File: config.mk
export PLATFORM = sky130hd
export DESIGN_NAME = dsm_dac
export DESIGN_NICKNAME = d
export VERILOG_FILES = /design/src/rtl/dsm_pkg.sv /design/src/rtl/dsm_sample_hold.sv /design/src/rtl/dsm_integrator.sv /design/src/rtl/dsm_quantiser.sv /design/src/rtl/dsm_dac.sv
export SDC_FILE = /design/constraint.sdc
export NUM_CORES = 1
export LEC_CHECK = 0
export BUFFER_PORTS_ARGS = -buffer_cell sky130_fd_sc_hd__buf_2
export CAP_MARGIN = 20
export CELL_PAD_IN_SITES_DETAIL_PLACEMENT = 2
export CELL_PAD_IN_SITES_GLOBAL_PLACEMENT = 2
export CORE_ASPECT_RATIO = 1.2
export CORE_MARGIN = 2
export CORE_UTILIZATION = 42
export CTS_BUF_LIST = sky130_fd_sc_hd__clkbuf_16
export DETAILED_ROUTE_END_ITERATION = 16
export GPL_TIMING_DRIVEN = 1
export PLACE_DENSITY = 0.86
export SETUP_SLACK_MARGIN = 0.2
export SLEW_MARGIN = 10
export SYNTH_ARGS = -nofsm -noshare
export SYNTH_HDL_FRONTEND = slang
export SYNTH_SLANG_ARGS = --single-unit
File: constraint.sdc
create_clock -name clk -period 17.6 [get_ports clk]
set_input_delay 3.52 -clock clk [delete_from_list [all_inputs] [get_ports clk]]
set_output_delay 3.52 -clock clk [all_outputs]
set_load 0.005 [all_outputs]
File: src/rtl/dsm_pkg.sv
package dsm_pkg;

    typedef enum logic {
        MODE_FIRST  = 1'b0,
        MODE_SECOND = 1'b1
    } dsm_mode_e;

    typedef struct packed {
        dsm_mode_e mode;
        logic      clear;
        logic      second;
    } dsm_ctrl_t;

endpackage

File: src/rtl/dsm_sample_hold.sv
module dsm_sample_hold #(
    parameter int IN_W = 16
) (
    input  logic                   clk,
    input  logic                   rst,
    input  logic                   in_valid,
    input  logic signed [IN_W-1:0] in_sample,
    output logic signed [IN_W-1:0] hold_q
);
    always_ff @(posedge clk) begin
        if (rst) begin
            hold_q <= '0;
        end else if (in_valid) begin
            hold_q <= in_sample;
        end
    end
endmodule

File: src/rtl/dsm_integrator.sv
module dsm_integrator #(
    parameter int INT_W = 32,
    parameter int OP_W  = 34
) (
    input  logic                    clk,
    input  logic                    rst,
    input  logic                    clr,
    input  logic signed [OP_W-1:0]  add_i,
    input  logic signed [OP_W-1:0]  sub_i,
    output logic signed [INT_W-1:0] acc_q,
    output logic signed [INT_W-1:0] acc_d
);
    localparam int SUM_W = OP_W + 1;
    localparam logic signed [SUM_W-1:0] HI = {{(SUM_W-INT_W+1){1'b0}}, {(INT_W-1){1'b1}}};
    localparam logic signed [SUM_W-1:0] LO = {{(SUM_W-INT_W+1){1'b1}}, {(INT_W-1){1'b0}}};

    logic signed [SUM_W-1:0] sum;

    always_comb begin
        sum = $signed({{(SUM_W-INT_W){acc_q[INT_W-1]}}, acc_q})
            + $signed({add_i[OP_W-1], add_i})
            - $signed({sub_i[OP_W-1], sub_i});
        if (clr) begin
            acc_d = '0;
        end else if (sum > HI) begin
            acc_d = HI[INT_W-1:0];
        end else if (sum < LO) begin
            acc_d = LO[INT_W-1:0];
        end else begin
            acc_d = sum[INT_W-1:0];
        end
    end

    always_ff @(posedge clk) begin
        if (rst) begin
            acc_q <= '0;
        end else begin
            acc_q <= acc_d;
        end
    end
endmodule

File: src/rtl/dsm_quantiser.sv
module dsm_quantiser
    import dsm_pkg::*;
#(
    parameter int INT_W  = 32,
    parameter int IN_W   = 16,
    parameter int Q_BITS = 4
) (
    input  dsm_mode_e                mode,
    input  logic signed [INT_W-1:0]  a_next,
    input  logic signed [INT_W-1:0]  b_next,
    output logic signed [Q_BITS-1:0] code_next
);
    localparam int SH = IN_W - 1;
    localparam logic signed [INT_W:0] HALF = (INT_W+1)'(1) <<< (SH - 1);
    localparam logic signed [INT_W:0] QMAX = (INT_W+1)'((1 << (Q_BITS - 1)) - 1);
    localparam logic signed [INT_W:0] QMIN = ~QMAX;
    localparam logic [Q_BITS-1:0]     PLUS1 = Q_BITS'(1);
    localparam logic [Q_BITS-1:0]     MINUS1 = {Q_BITS{1'b1}};

    logic signed [INT_W:0] biased;
    logic signed [INT_W:0] scaled;

    always_comb begin
        biased = $signed({b_next[INT_W-1], b_next}) + HALF;
        scaled = biased >>> SH;
        if (mode == MODE_FIRST) begin
            code_next = (!a_next[INT_W-1] && (a_next != '0)) ? PLUS1 : MINUS1;
        end else if (scaled > QMAX) begin
            code_next = QMAX[Q_BITS-1:0];
        end else if (scaled < QMIN) begin
            code_next = QMIN[Q_BITS-1:0];
        end else begin
            code_next = scaled[Q_BITS-1:0];
        end
    end
endmodule

File: src/rtl/dsm_dac.sv
module dsm_dac
    import dsm_pkg::*;
#(
    parameter int IN_W   = 16,
    parameter int INT_W  = 32,
    parameter int Q_BITS = 4,
    parameter int GAIN   = 6
) (
    input  logic                     clk,
    input  logic                     rst,
    input  logic                     mode,
    input  logic                     in_valid,
    input  logic signed [IN_W-1:0]   in_sample,
    output logic                     dac_pin,
    output logic signed [Q_BITS-1:0] dac_code
);
    localparam int OP_W = INT_W + 2;
    localparam int SH   = IN_W - 1;
    localparam logic signed [OP_W-1:0] FS_POS = OP_W'((1 << (IN_W - 1)) - 1);
    localparam logic signed [OP_W-1:0] FS_NEG = ~FS_POS;
    localparam logic signed [OP_W-1:0] GAIN_W = OP_W'(GAIN);

    dsm_mode_e                mode_q;
    dsm_ctrl_t                ctrl;
    logic signed [IN_W-1:0]   hold_q;
    logic signed [Q_BITS-1:0] code_q;
    logic signed [Q_BITS-1:0] code_d;
    logic signed [INT_W-1:0]  int_a_q, int_a_d;
    logic signed [INT_W-1:0]  int_b_q, int_b_d;
    logic signed [OP_W-1:0]   hold_ext, gain_in, code_ext;
    logic signed [OP_W-1:0]   fb_first, fb_second, a_ext;
    logic signed [OP_W-1:0]   a_add, a_sub;
    logic                     code_pos;

    always_comb begin
        ctrl.mode   = mode_q;
        ctrl.clear  = (mode != mode_q);
        ctrl.second = (mode_q == MODE_SECOND);
    end

    dsm_sample_hold #(.IN_W(IN_W)) u_hold (
        .clk       (clk),
        .rst       (rst),
        .in_valid  (in_valid),
        .in_sample (in_sample),
        .hold_q    (hold_q)
    );

    always_comb begin
        code_pos  = !code_q[Q_BITS-1] && (code_q != '0);
        hold_ext  = {{(OP_W-IN_W){hold_q[IN_W-1]}}, hold_q};
        gain_in   = hold_ext * GAIN_W;
        code_ext  = {{(OP_W-Q_BITS){code_q[Q_BITS-1]}}, code_q};
        fb_second = code_ext <<< SH;
        fb_first  = code_pos ? FS_POS : FS_NEG;
        a_add     = ctrl.second ? gain_in : hold_ext;
        a_sub     = ctrl.second ? fb_second : fb_first;
        a_ext     = {{(OP_W-INT_W){int_a_d[INT_W-1]}}, int_a_d};
    end

    dsm_integrator #(.INT_W(INT_W), .OP_W(OP_W)) u_int_a (
        .clk   (clk),
        .rst   (rst),
        .clr   (ctrl.clear),
        .add_i (a_add),
        .sub_i (a_sub),
        .acc_q (int_a_q),
        .acc_d (int_a_d)
    );

    dsm_integrator #(.INT_W(INT_W), .OP_W(OP_W)) u_int_b (
        .clk   (clk),
        .rst   (rst),
        .clr   (ctrl.clear || !ctrl.second),
        .add_i (a_ext),
        .sub_i (fb_second),
        .acc_q (int_b_q),
        .acc_d (int_b_d)
    );

    dsm_quantiser #(.INT_W(INT_W), .IN_W(IN_W), .Q_BITS(Q_BITS)) u_quant (
        .mode      (ctrl.mode),
        .a_next    (int_a_d),
        .b_next    (int_b_d),
        .code_next (code_d)
    );

    always_ff @(posedge clk) begin
        if (rst) begin
            mode_q <= dsm_mode_e'(mode);
            code_q <= '0;
        end else if (ctrl.clear) begin
            mode_q <= dsm_mode_e'(mode);
            code_q <= '0;
        end else begin
            code_q <= code_d;
        end
    end

    assign dac_code = code_q;
    assign dac_pin  = !ctrl.second && code_pos;
endmodule

==> run_results.csv, run 1 <==
group,metric,value,unit
outcome,status,"completed",
layout,layout-drive-gt1-share,0.0645,
timing,fin_crit,15.49,ns
grt,grt_pass1_vias,11900,
timing,maxSlewHeadroom,0.218,
cts,path_clk_slew,0.07,ns
worst_setup_path,cpMaxStageDelayCell,"o21a_1",
worst_setup_path,critPathMaxFanout,29,
drt,wire_per_inst,27.0,um
placed_design,io_buffers,24,
layout,layout.nets,1526,
worst_setup_path,critical_path_buf_inv_count,3,
timing,hold_viol_final,0,
drt,dr_total_vias,10600,
yosys,syn_area,0.0104,mm2
timing,final_max_slew_viol_count,0,
cts,post_cts_buffers,0,
worst_setup_path,crit_required,17.90,ns
drt,drtIter0Drc,727,
grt,grt_pass1_wl,69.8,mm
worst_setup_path,start_kind,"flip-flop",
grt,gr-total-overflow,0,
timing,fmax,0.0646,GHz
die,ios,25,
layout,mostFrequentLayoutCells,"inv_1 (181), a21oi_1 (129), nor2_1 (123)",
yosys,synth_edf_count,1,
layout,antenna_cells,0,
cts,root_buffer,"clkbuf_16",
yosys,synth_nets,1541,
yosys,async_flop_share,0,
yosys,synth_seq_cells,85,
cts,cts-resized-gates,0,
cts,cts_max_level,3,
cts,clock_path_buffers,2,
drt,wl,45.3,mm
layout,area_growth,6.45,%
die,die-height,177,um
cts,cts_tree,"built",
worst_setup_path,critPathArrivalTime,15.79,ns
worst_setup_path,path_delay_family,"compound AO/OA/AOI/OAI gates",
yosys,post_synth.cell_area_avg,7.67,um2
timing,worst_slew_pin_slew,1.17,ns
die,die_width,148,um
cts,cts-buffers-inserted,9,
cts,clk_latency,0.37,ns
die,die_area,0.0261,mm2
drt,drc,0,
timing,rsz0062_at_grt,"false",
placed_design,hpwl,31.1,mm
layout,fillers,2809,
worst_setup_path,critPathCaptureType,"flip-flop",
job,maxCapViolations,0,
layout,multi_input_area,0.00780,mm2
layout,final_common_cell,"inv_1",
timing,finalCritPeriodShare,0.880,
placed_design,place_congestion,0.899,
die,num_rows,63,
worst_setup_path,cp_slowest_stage_delay,1.01,ns
grt,antenna_found_initial,0,
hold_path,hold_path_class,"reg2reg",
worst_setup_path,critPathKind,"reg2reg",
yosys,synth_cell_types,80,
grt,grt_max_degree,51,
worst_setup_path,r2r_slack,2.11,ns
yosys,ys_seq_area_frac,0.164,
die,coreArea,0.0246,mm2
layout,seqCellArea,0.00171,mm2
yosys,synth_warnings,0,
timing,finalSetupTns,0,ns
drt,postRouteAntennaNets,0,
yosys,syn_inst,1359,
timing,clock-skew-final,0.00982,ns
drt,routed_via_density,6.33,
grt,grt_use_total,0.345,
die,start_util,0.424,
cts,clkSinkCount,85,
drt,firstDrtPassIters,6,
cts,hold_buffers,0,
timing,setup_viol,0,
yosys,synthFlopType,"dfxtp_1",
-- area by class of cell --
| type | instances | share of cell area |
|---|---|---|
| inverter | 181 | 0.0612 |
| clock buffer | 10 | 0.0225 |
| sequential | 85 | 0.154 |
| tap | 325 | 0.0366 |
| timing repair buffer | 31 | 0.0153 |
| clock inverter | 6 | 0.00755 |
| multi-input combinational | 1036 | 0.703 |
-- metal layers --
metal,share of wire,up-vias,track usage
met2,0.52,320,0.642
met4,0.044,0,0.157
met1,0.40,5417,0.391
met5,0,-,0
met3,0.036,139,0.0430
li1,-,4720,-
-- path summary, 6_finish.rpt --
check,from,endpoint,cells past startpoint
max reg2reg,u_hold.hold_q[2],dac_code[0],51
min,u_hold.hold_q[4],u_hold.hold_q[4],2
max,u_hold.hold_q[2],dac_code[0],51
min reg2reg,u_hold.hold_q[4],u_hold.hold_q[4],2
-- tightest hold or removal path, delay by kind of cell (launching register included) --
family           cells  cell delay [ns]
DFF                  1             0.35
muxes                1             0.14
and+or+nand+nor      1             0.05
-- logic make-up after synthesis --
group	count (synthesis)	share of synthesized area
compound gates	408	0.257
simple gates	364	0.168
buf+inv	238	0.0889
fa+ha+maj	162	0.230
flops	85	0.164
xor+xnor	70	0.0595
mux	32	0.0318
-- flip-flops by register name (all words and copies together) (netlist names) --
| name | count |
|---|---|
| u_int_b.acc_q | 32 |
| u_hold.hold_q | 16 |
| u_int_a.acc_q | 32 |
| mode_q | 1 |
| dac_code | 4 |
-- per-stage QoR --
step           instance area, um2  utilization  setup WS (ns)  hold slack, ns  instances
4_1_cts                     11100        0.451           2.46           0.590       1673
6_report                    11100        0.451           2.11           0.584       1674
3_3_place_gp                10800        0.438           4.58           0.535       1657
5_1_grt                     11100        0.451           1.41           0.633       1674
3_5_place_dp                10800        0.438           3.45           0.571       1657
2_1_floorplan               10400            -           6.13           0.496       1359
-- cell usage after synthesis (6+ instances only) --
master | count | area share
o21a_1 | 17 | 0.012
and3_1 | 14 | 0.0084
inv_1 | 181 | 0.065
o21bai_1 | 14 | 0.010
nand2b_1 | 6 | 0.0036
dfxtp_1 | 84 | 0.16
a221oi_1 | 6 | 0.0050
nand2_1 | 89 | 0.032
a211oi_1 | 13 | 0.0094
nand4_1 | 14 | 0.0084
a31oi_1 | 22 | 0.013
nor3_1 | 16 | 0.0077
o21ai_0 | 69 | 0.033
or4_1 | 7 | 0.0050
nor2_1 | 123 | 0.044
nor4_1 | 11 | 0.0066
and4_1 | 6 | 0.0050
o211ai_1 | 11 | 0.0079
o21ai_1 | 12 | 0.0058
clkbuf_1 | 33 | 0.012
nor2b_1 | 9 | 0.0054
or2_2 | 8 | 0.0048
or3_1 | 7 | 0.0042
buf_2 | 18 | 0.0086
mux2_2 | 9 | 0.0097
mux2i_1 | 23 | 0.022
xor2_1 | 21 | 0.018
o22ai_1 | 6 | 0.0036
xnor2_1 | 48 | 0.040
nand3_1 | 30 | 0.014
fa_1 | 50 | 0.096
a21oi_1 | 129 | 0.062
a21o_1 | 37 | 0.027
and2_1 | 11 | 0.0066
ha_1 | 112 | 0.13
Power of run 1 is not shown: default switching activity piles up to over one toggle a cycle in this logic, so the estimate is an artifact.
==> run 2: changes to the inputs <==
--- a/config.mk
+++ b/config.mk
@@ -5,17 +5,19 @@
 export SDC_FILE = /design/constraint.sdc
 export NUM_CORES = 1
 export LEC_CHECK = 0
+export ABC_AREA = 1
 export BUFFER_PORTS_ARGS = -buffer_cell sky130_fd_sc_hd__buf_2
 export CAP_MARGIN = 20
 export CELL_PAD_IN_SITES_DETAIL_PLACEMENT = 2
 export CELL_PAD_IN_SITES_GLOBAL_PLACEMENT = 2
 export CORE_ASPECT_RATIO = 1.2
 export CORE_MARGIN = 2
-export CORE_UTILIZATION = 42
+export CORE_UTILIZATION = 39
 export CTS_BUF_LIST = sky130_fd_sc_hd__clkbuf_16
 export DETAILED_ROUTE_END_ITERATION = 16
 export GPL_TIMING_DRIVEN = 1
 export PLACE_DENSITY = 0.86
+export RECOVER_POWER = 100
 export SETUP_SLACK_MARGIN = 0.2
 export SLEW_MARGIN = 10
 export SYNTH_ARGS = -nofsm -noshare
==> constraint.sdc (replaced) <==
create_clock -name clk -period 17.6 [get_ports clk]
set_input_delay 3.52 -clock clk [delete_from_list [all_inputs] [get_ports clk]]
set_output_delay 3.52 -clock clk [all_outputs]
set_load 0.1 [all_outputs]
==> run_results.csv, run 2 <==
group,metric,value,unit
outcome,status,"finished with violations",
outcome,violations,"max-capacitance violations, max-slew violations",
die,ios,25,
grt,grt_pass1_vias,13300,
cts,post_cts_buffers,0,
grt,antenna_found_initial,0,
yosys,synth_warnings,0,
yosys,ys_seq_area_frac,0.160,
worst_setup_path,critPathMaxFanout,37,
drt,routed_via_density,5.72,
worst_setup_path,cpMostUsedCell,"nand2_1",
timing,worst_slack,3.48,ns
grt,gr-total-overflow,0,
grt,grt_pass1_wl,76.4,mm
cts,cts_tree,"built",
worst_setup_path,critPathArrivalTime,14.37,ns
cts,clk_latency,0.38,ns
cts,hold_buffers,0,
drt,postRouteAntennaNets,0,
die,die-height,186,um
job,maxCapViolations,2,
yosys,syn_inst,1696,
layout,area_growth,6.52,%
grt,grt_use_total,0.347,
cts,cts-buffers-inserted,9,
drt,wire_per_inst,24.0,um
placed_design,hpwl,36.4,mm
cts,root_buffer,"clkbuf_16",
die,die_area,0.0288,mm2
layout,mostFrequentLayoutCells,"nand2_1 (438), inv_1 (308), nor2_1 (196)",
grt,grt_max_degree,61,
yosys,synth_top_area_cell,"dfxtp_1",
layout,top_regs,"u_int_a.acc_q: 32 flops, u_int_b.acc_q: 32 flops, u_hold.hold_q: 16 flops",
worst_setup_path,cp_slowest_stage_delay,1.88,ns
placed_design,dp_slack,6.07,ns
layout,layout-drive-gt1-share,0.0471,
timing,hold_viol_final,0,
drt,dr_total_vias,11800,
die,num_rows,66,
placed_design,place_area,0.0112,mm2
layout,finalInstanceArea,0.0114,mm2
timing,finalSetupTns,0,ns
die,die_width,155,um
die,coreArea,0.0271,mm2
cts,clock_path_buffers,2,
timing,fin_crit,14.12,ns
layout,antenna_cells,0,
worst_setup_path,cpMaxStageDelayCell,"nor2_1",
worst_setup_path,critPathKind,"reg2reg",
placed_design,io_buffers,24,
drt,drc,0,
yosys,synth_edf_count,1,
layout,stdcell_count,2058,
timing,finalCritPeriodShare,0.802,
yosys,post_synth.cell_area_avg,6.31,um2
cts,path_clk_slew,0.07,ns
placed_design,place_congestion,0.931,
timing,final_max_slew_viol_count,99,
yosys,yosysTopAreaCellShare,0.157,
layout,final_common_cell,"nand2_1",
timing,maxSlewHeadroom,-1.20,
timing,fmax,0.0708,GHz
yosys,synth_cell_types,50,
drt,wl,49.4,mm
yosys,syn_area,0.0107,mm2
hold_path,hold_path_class,"reg2reg",
yosys,synth_nets,1878,
layout,layout.nets,1895,
cts,cts-resized-gates,0,
worst_setup_path,crit_required,17.86,ns
yosys,ys_top_cells_by_area,"dfxtp_1 (16%), nand2_1 (15%), ha_1 (13%), inv_1 (11%), fa_1 (9.3%)",
yosys,synthFlopType,"dfxtp_1",
cts,cts_max_level,3,
yosys,yosysMostFrequentCell,"nand2_1",
worst_setup_path,critPathCaptureType,"flip-flop",
cts,clkSinkCount,85,
timing,clock-skew-final,0.0102,ns
timing,setup_viol,0,
drt,firstDrtPassIters,5,
timing,rsz0062_at_grt,"false",
timing,worst_slew_pin_slew,3.30,ns
yosys,ys_top_cells_by_count,"nand2_1 (429), inv_1 (305), nor2_1 (194)",
yosys,async_flop_share,0,
die,start_util,0.395,
worst_setup_path,start_kind,"flip-flop",
drt,drtIter0Drc,648,
placed_design,placedCellCount,2041,
yosys,synth_seq_cells,85,
-- run 2: changes by cell type in the layout (fill, tap and decap cells not counted), sizes merged, moves of 23 or more --
cell / delta
o21ai: -23
xnor2: -25
a21o: -30
nand3: +66
nand2: +365
mux2i: -23
nor2: +89
inv: +133
-- run 2: path summary, 6_finish.rpt --
kind / from / end / slack [ns] / depth (start not counted)
setup / recovery: u_hold.hold_q[3] / dac_code[1] / 3.48 / 61
hold / removal: u_hold.hold_q[6] / u_hold.hold_q[6] / 0.52 / 2
setup reg to reg: u_hold.hold_q[3] / dac_code[1] / 3.48 / 61
hold reg to reg: u_hold.hold_q[6] / u_hold.hold_q[6] / 0.52 / 2
-- run 2: layout make-up --
class,count,area (um2)
clock buffers,9,225
flip-flops and latches,85,1710
multi-input cells,1268,7640
well taps,340,425
repair buffers,34,186
inverters,315,1180
fillers,3422,15700
clock inverters,7,33.8
-- run 2: cells by family after synthesis --
| logic type | share of synthesized area |
|---|---|
| buffers and inverters | 0.123 |
| adders and majority gates | 0.224 |
| and+or+nand+nor | 0.320 |
| xor gates and xnor gates | 0.0491 |
| DFF | 0.160 |
| AOI/OAI and AO/OA | 0.123 |
-- run 2: metrics by stage --
step / utilization / hold WS [ns]
after floorplan: - / 0.473
after global placement: 0.413 / 0.495
after detailed placement: 0.413 / 0.504
after CTS: 0.423 / 0.520
after global routing: 0.421 / 0.534
final: 0.421 / 0.515
-- run 2: critical path: cells and delay by family (launching register included) --
family,cells,cell delay [ns]
DFF,1,0.42
buffers and inverters,4,0.40
AOI/OAI and AO/OA,10,2.65
adders and majority gates,7,2.93
and+or+nand+nor,38,7.27
xor gates and xnor gates,2,0.30
-- run 2: layer usage --
layer | routed length, um | GRT usage | vias up
met4 | 3000 | 0.200 | 0
li1 | - | - | 5360
met2 | 25400 | 0.645 | 311
met1 | 19500 | 0.383 | 5927
met3 | 1570 | 0.0393 | 165
met5 | 0 | 0 | -
Power of run 2 is left out for the same reason.
==> run 3: changes to the inputs <==
--- a/config.mk
+++ b/config.mk
@@ -12,11 +12,11 @@
 export CELL_PAD_IN_SITES_GLOBAL_PLACEMENT = 2
 export CORE_ASPECT_RATIO = 1.2
 export CORE_MARGIN = 2
-export CORE_UTILIZATION = 39
+export CORE_UTILIZATION = 33
 export CTS_BUF_LIST = sky130_fd_sc_hd__clkbuf_16
 export DETAILED_ROUTE_END_ITERATION = 16
 export GPL_TIMING_DRIVEN = 1
-export PLACE_DENSITY = 0.86
+export PLACE_DENSITY = 0.77
 export RECOVER_POWER = 100
 export SETUP_SLACK_MARGIN = 0.2
 export SLEW_MARGIN = 10
==> constraint.sdc (replaced) <==
create_clock -name clk -period 12 [get_ports clk]
set_input_delay 2.4 -clock clk [delete_from_list [all_inputs] [get_ports clk]]
set_output_delay 2.4 -clock clk [all_outputs]
set_load 0.1 [all_outputs]
==> run_results.csv, run 3 (synthesis gave the netlist of run 2 again) <==
group,metric,value,unit
timing,hold_viol_final,0,
cts,clkSinkCount,85,
hold_path,hold_path_class,"reg2reg",
timing,maxSlewHeadroom,-1.11,
timing,worst_slew_pin_slew,3.16,ns
worst_setup_path,critPathMaxFanout,29,
worst_setup_path,critPathArrivalTime,11.12,ns
timing,setup_viol,0,
timing,finalCritPeriodShare,0.902,
timing,final_max_slew_viol_count,61,
drt,postRouteAntennaNets,0,
timing,fmax,0.0924,GHz
grt,gr-total-overflow,0,
layout,mostFrequentLayoutCells,"nand2_1 (436), inv_1 (307), nor2_1 (195)",
drt,wire_per_inst,18.7,um
cts,clock_path_buffers,2,
worst_setup_path,cp_slowest_stage_delay,0.57,ns
outcome,status,"finished with violations",
placed_design,io_buffers,24,
layout,fillers,4025,
grt,grt_pass1_vias,12100,
grt,antenna_found_initial,0,
cts,root_buffer,"clkbuf_16",
cts,cts-buffers-inserted,9,
layout,final_common_cell,"nand2_1",
worst_setup_path,cpMostUsedCell,"nand2_1",
timing,worst_slack,1.18,ns
timing,rsz0062_at_grt,"false",
layout,layout.nets,1902,
drt,wl,39.8,mm
layout,fin_util,0.363,
timing,finalSetupTns,0,ns
die,die_area,0.0339,mm2
placed_design,dp_slack,0.695,ns
timing,fin_crit,10.82,ns
grt,grt_pass1_wl,64.9,mm
die,start_util,0.334,
worst_setup_path,critPathKind,"reg2reg",
cts,path_clk_slew,0.07,ns
die,ios,25,
job,maxCapViolations,1,
die,die-height,201,um
timing,clock-skew-final,0.0149,ns
worst_setup_path,start_kind,"flip-flop",
outcome,violations,"max-capacitance violations, max-slew violations",
cts,cts_max_level,3,
cts,cts_tree,"built",
die,coreArea,0.0321,mm2
die,num_rows,72,
drt,firstDrtPassIters,4,
drt,drc,0,
drt,dr_total_vias,10900,
worst_setup_path,crit_required,12.30,ns
layout,area_growth,8.59,%
worst_setup_path,critPathCaptureType,"flip-flop",
layout,antenna_cells,0,
layout,layout-drive-gt1-share,0.0580,
layout,top_regs,"u_int_a.acc_q: 32 flops, u_int_b.acc_q: 32 flops, u_hold.hold_q: 16 flops",
worst_setup_path,cpMaxStageDelayCell,"fa_1",
placed_design,hpwl,33.5,mm
drt,routed_via_density,5.09,
placed_design,place_congestion,0.888,
grt,grt_max_degree,61,
cts,clk_latency,0.38,ns
drt,drtIter0Drc,380,
grt,grt_use_total,0.242,
die,die_width,168,um
-- run 3: per-layer routing --
| layer | up-vias | global-route usage | part of all wire |
|---|---|---|---|
| met5 | - | 0 | 0 |
| met4 | 0 | 0.0702 | 0.025 |
| met3 | 37 | 0.0177 | 0.011 |
| met2 | 92 | 0.454 | 0.52 |
| met1 | 5368 | 0.293 | 0.44 |
| li1 | 5365 | - | - |
-- run 3: timing repair --
| item | CTS | global route |
|---|---|---|
| resized for setup | 0 | 10 |
| hold buffers | 0 | 0 |
| hold endpoints to repair | 0 | 0 |
| setup endpoints to repair | 0 | 3 |
| buffers inserted | 0 | 4 |
-- run 3: area by class of cell --
type	instances	area [um2]	area share
Multi-Input combinational cell	1269	7690	0.662
Sequential cell	85	1710	0.147
Inverter	315	1180	0.102
Tap cell	407	509	0.0438
Timing Repair Buffer	40	233	0.0200
Clock buffer	9	225	0.0194
Clock inverter	7	73.8	0.00635
-- run 3: metrics by stage --
step           cells  hold WS (ns)  cell area, um2
2_1_floorplan   1696         0.473           10700
5_1_grt         2132         0.544           11600
3_5_place_dp    2111         0.505           11300
3_3_place_gp    2111         0.495           11300
4_1_cts         2127         0.516           11600
6_report        2132         0.516           11600
-- run 3: final timing paths --
| check | cells after the start | startpoint | to | slack, ns |
|---|---|---|---|---|
| worst max-delay path | 65 | u_hold.hold_q[4] | dac_code[2] | 1.18 |
| worst min-delay path | 2 | u_hold.hold_q[1] | u_hold.hold_q[1] | 0.52 |
| worst max register to register | 65 | u_hold.hold_q[4] | dac_code[2] | 1.18 |
| worst min register to register | 2 | u_hold.hold_q[1] | u_hold.hold_q[1] | 0.52 |
-- run 3: worst max-delay path: cells and delay by family, from the launching register on --
kind	cells	cell delay, ns
DFF	1	0.41
buffers and inverters	5	0.55
xor gates and xnor gates	2	0.48
and+or+nand+nor	42	5.01
adders and majority gates	7	2.65
AOI/OAI and AO/OA	9	1.62
Power of run 3 is left out for the same reason.
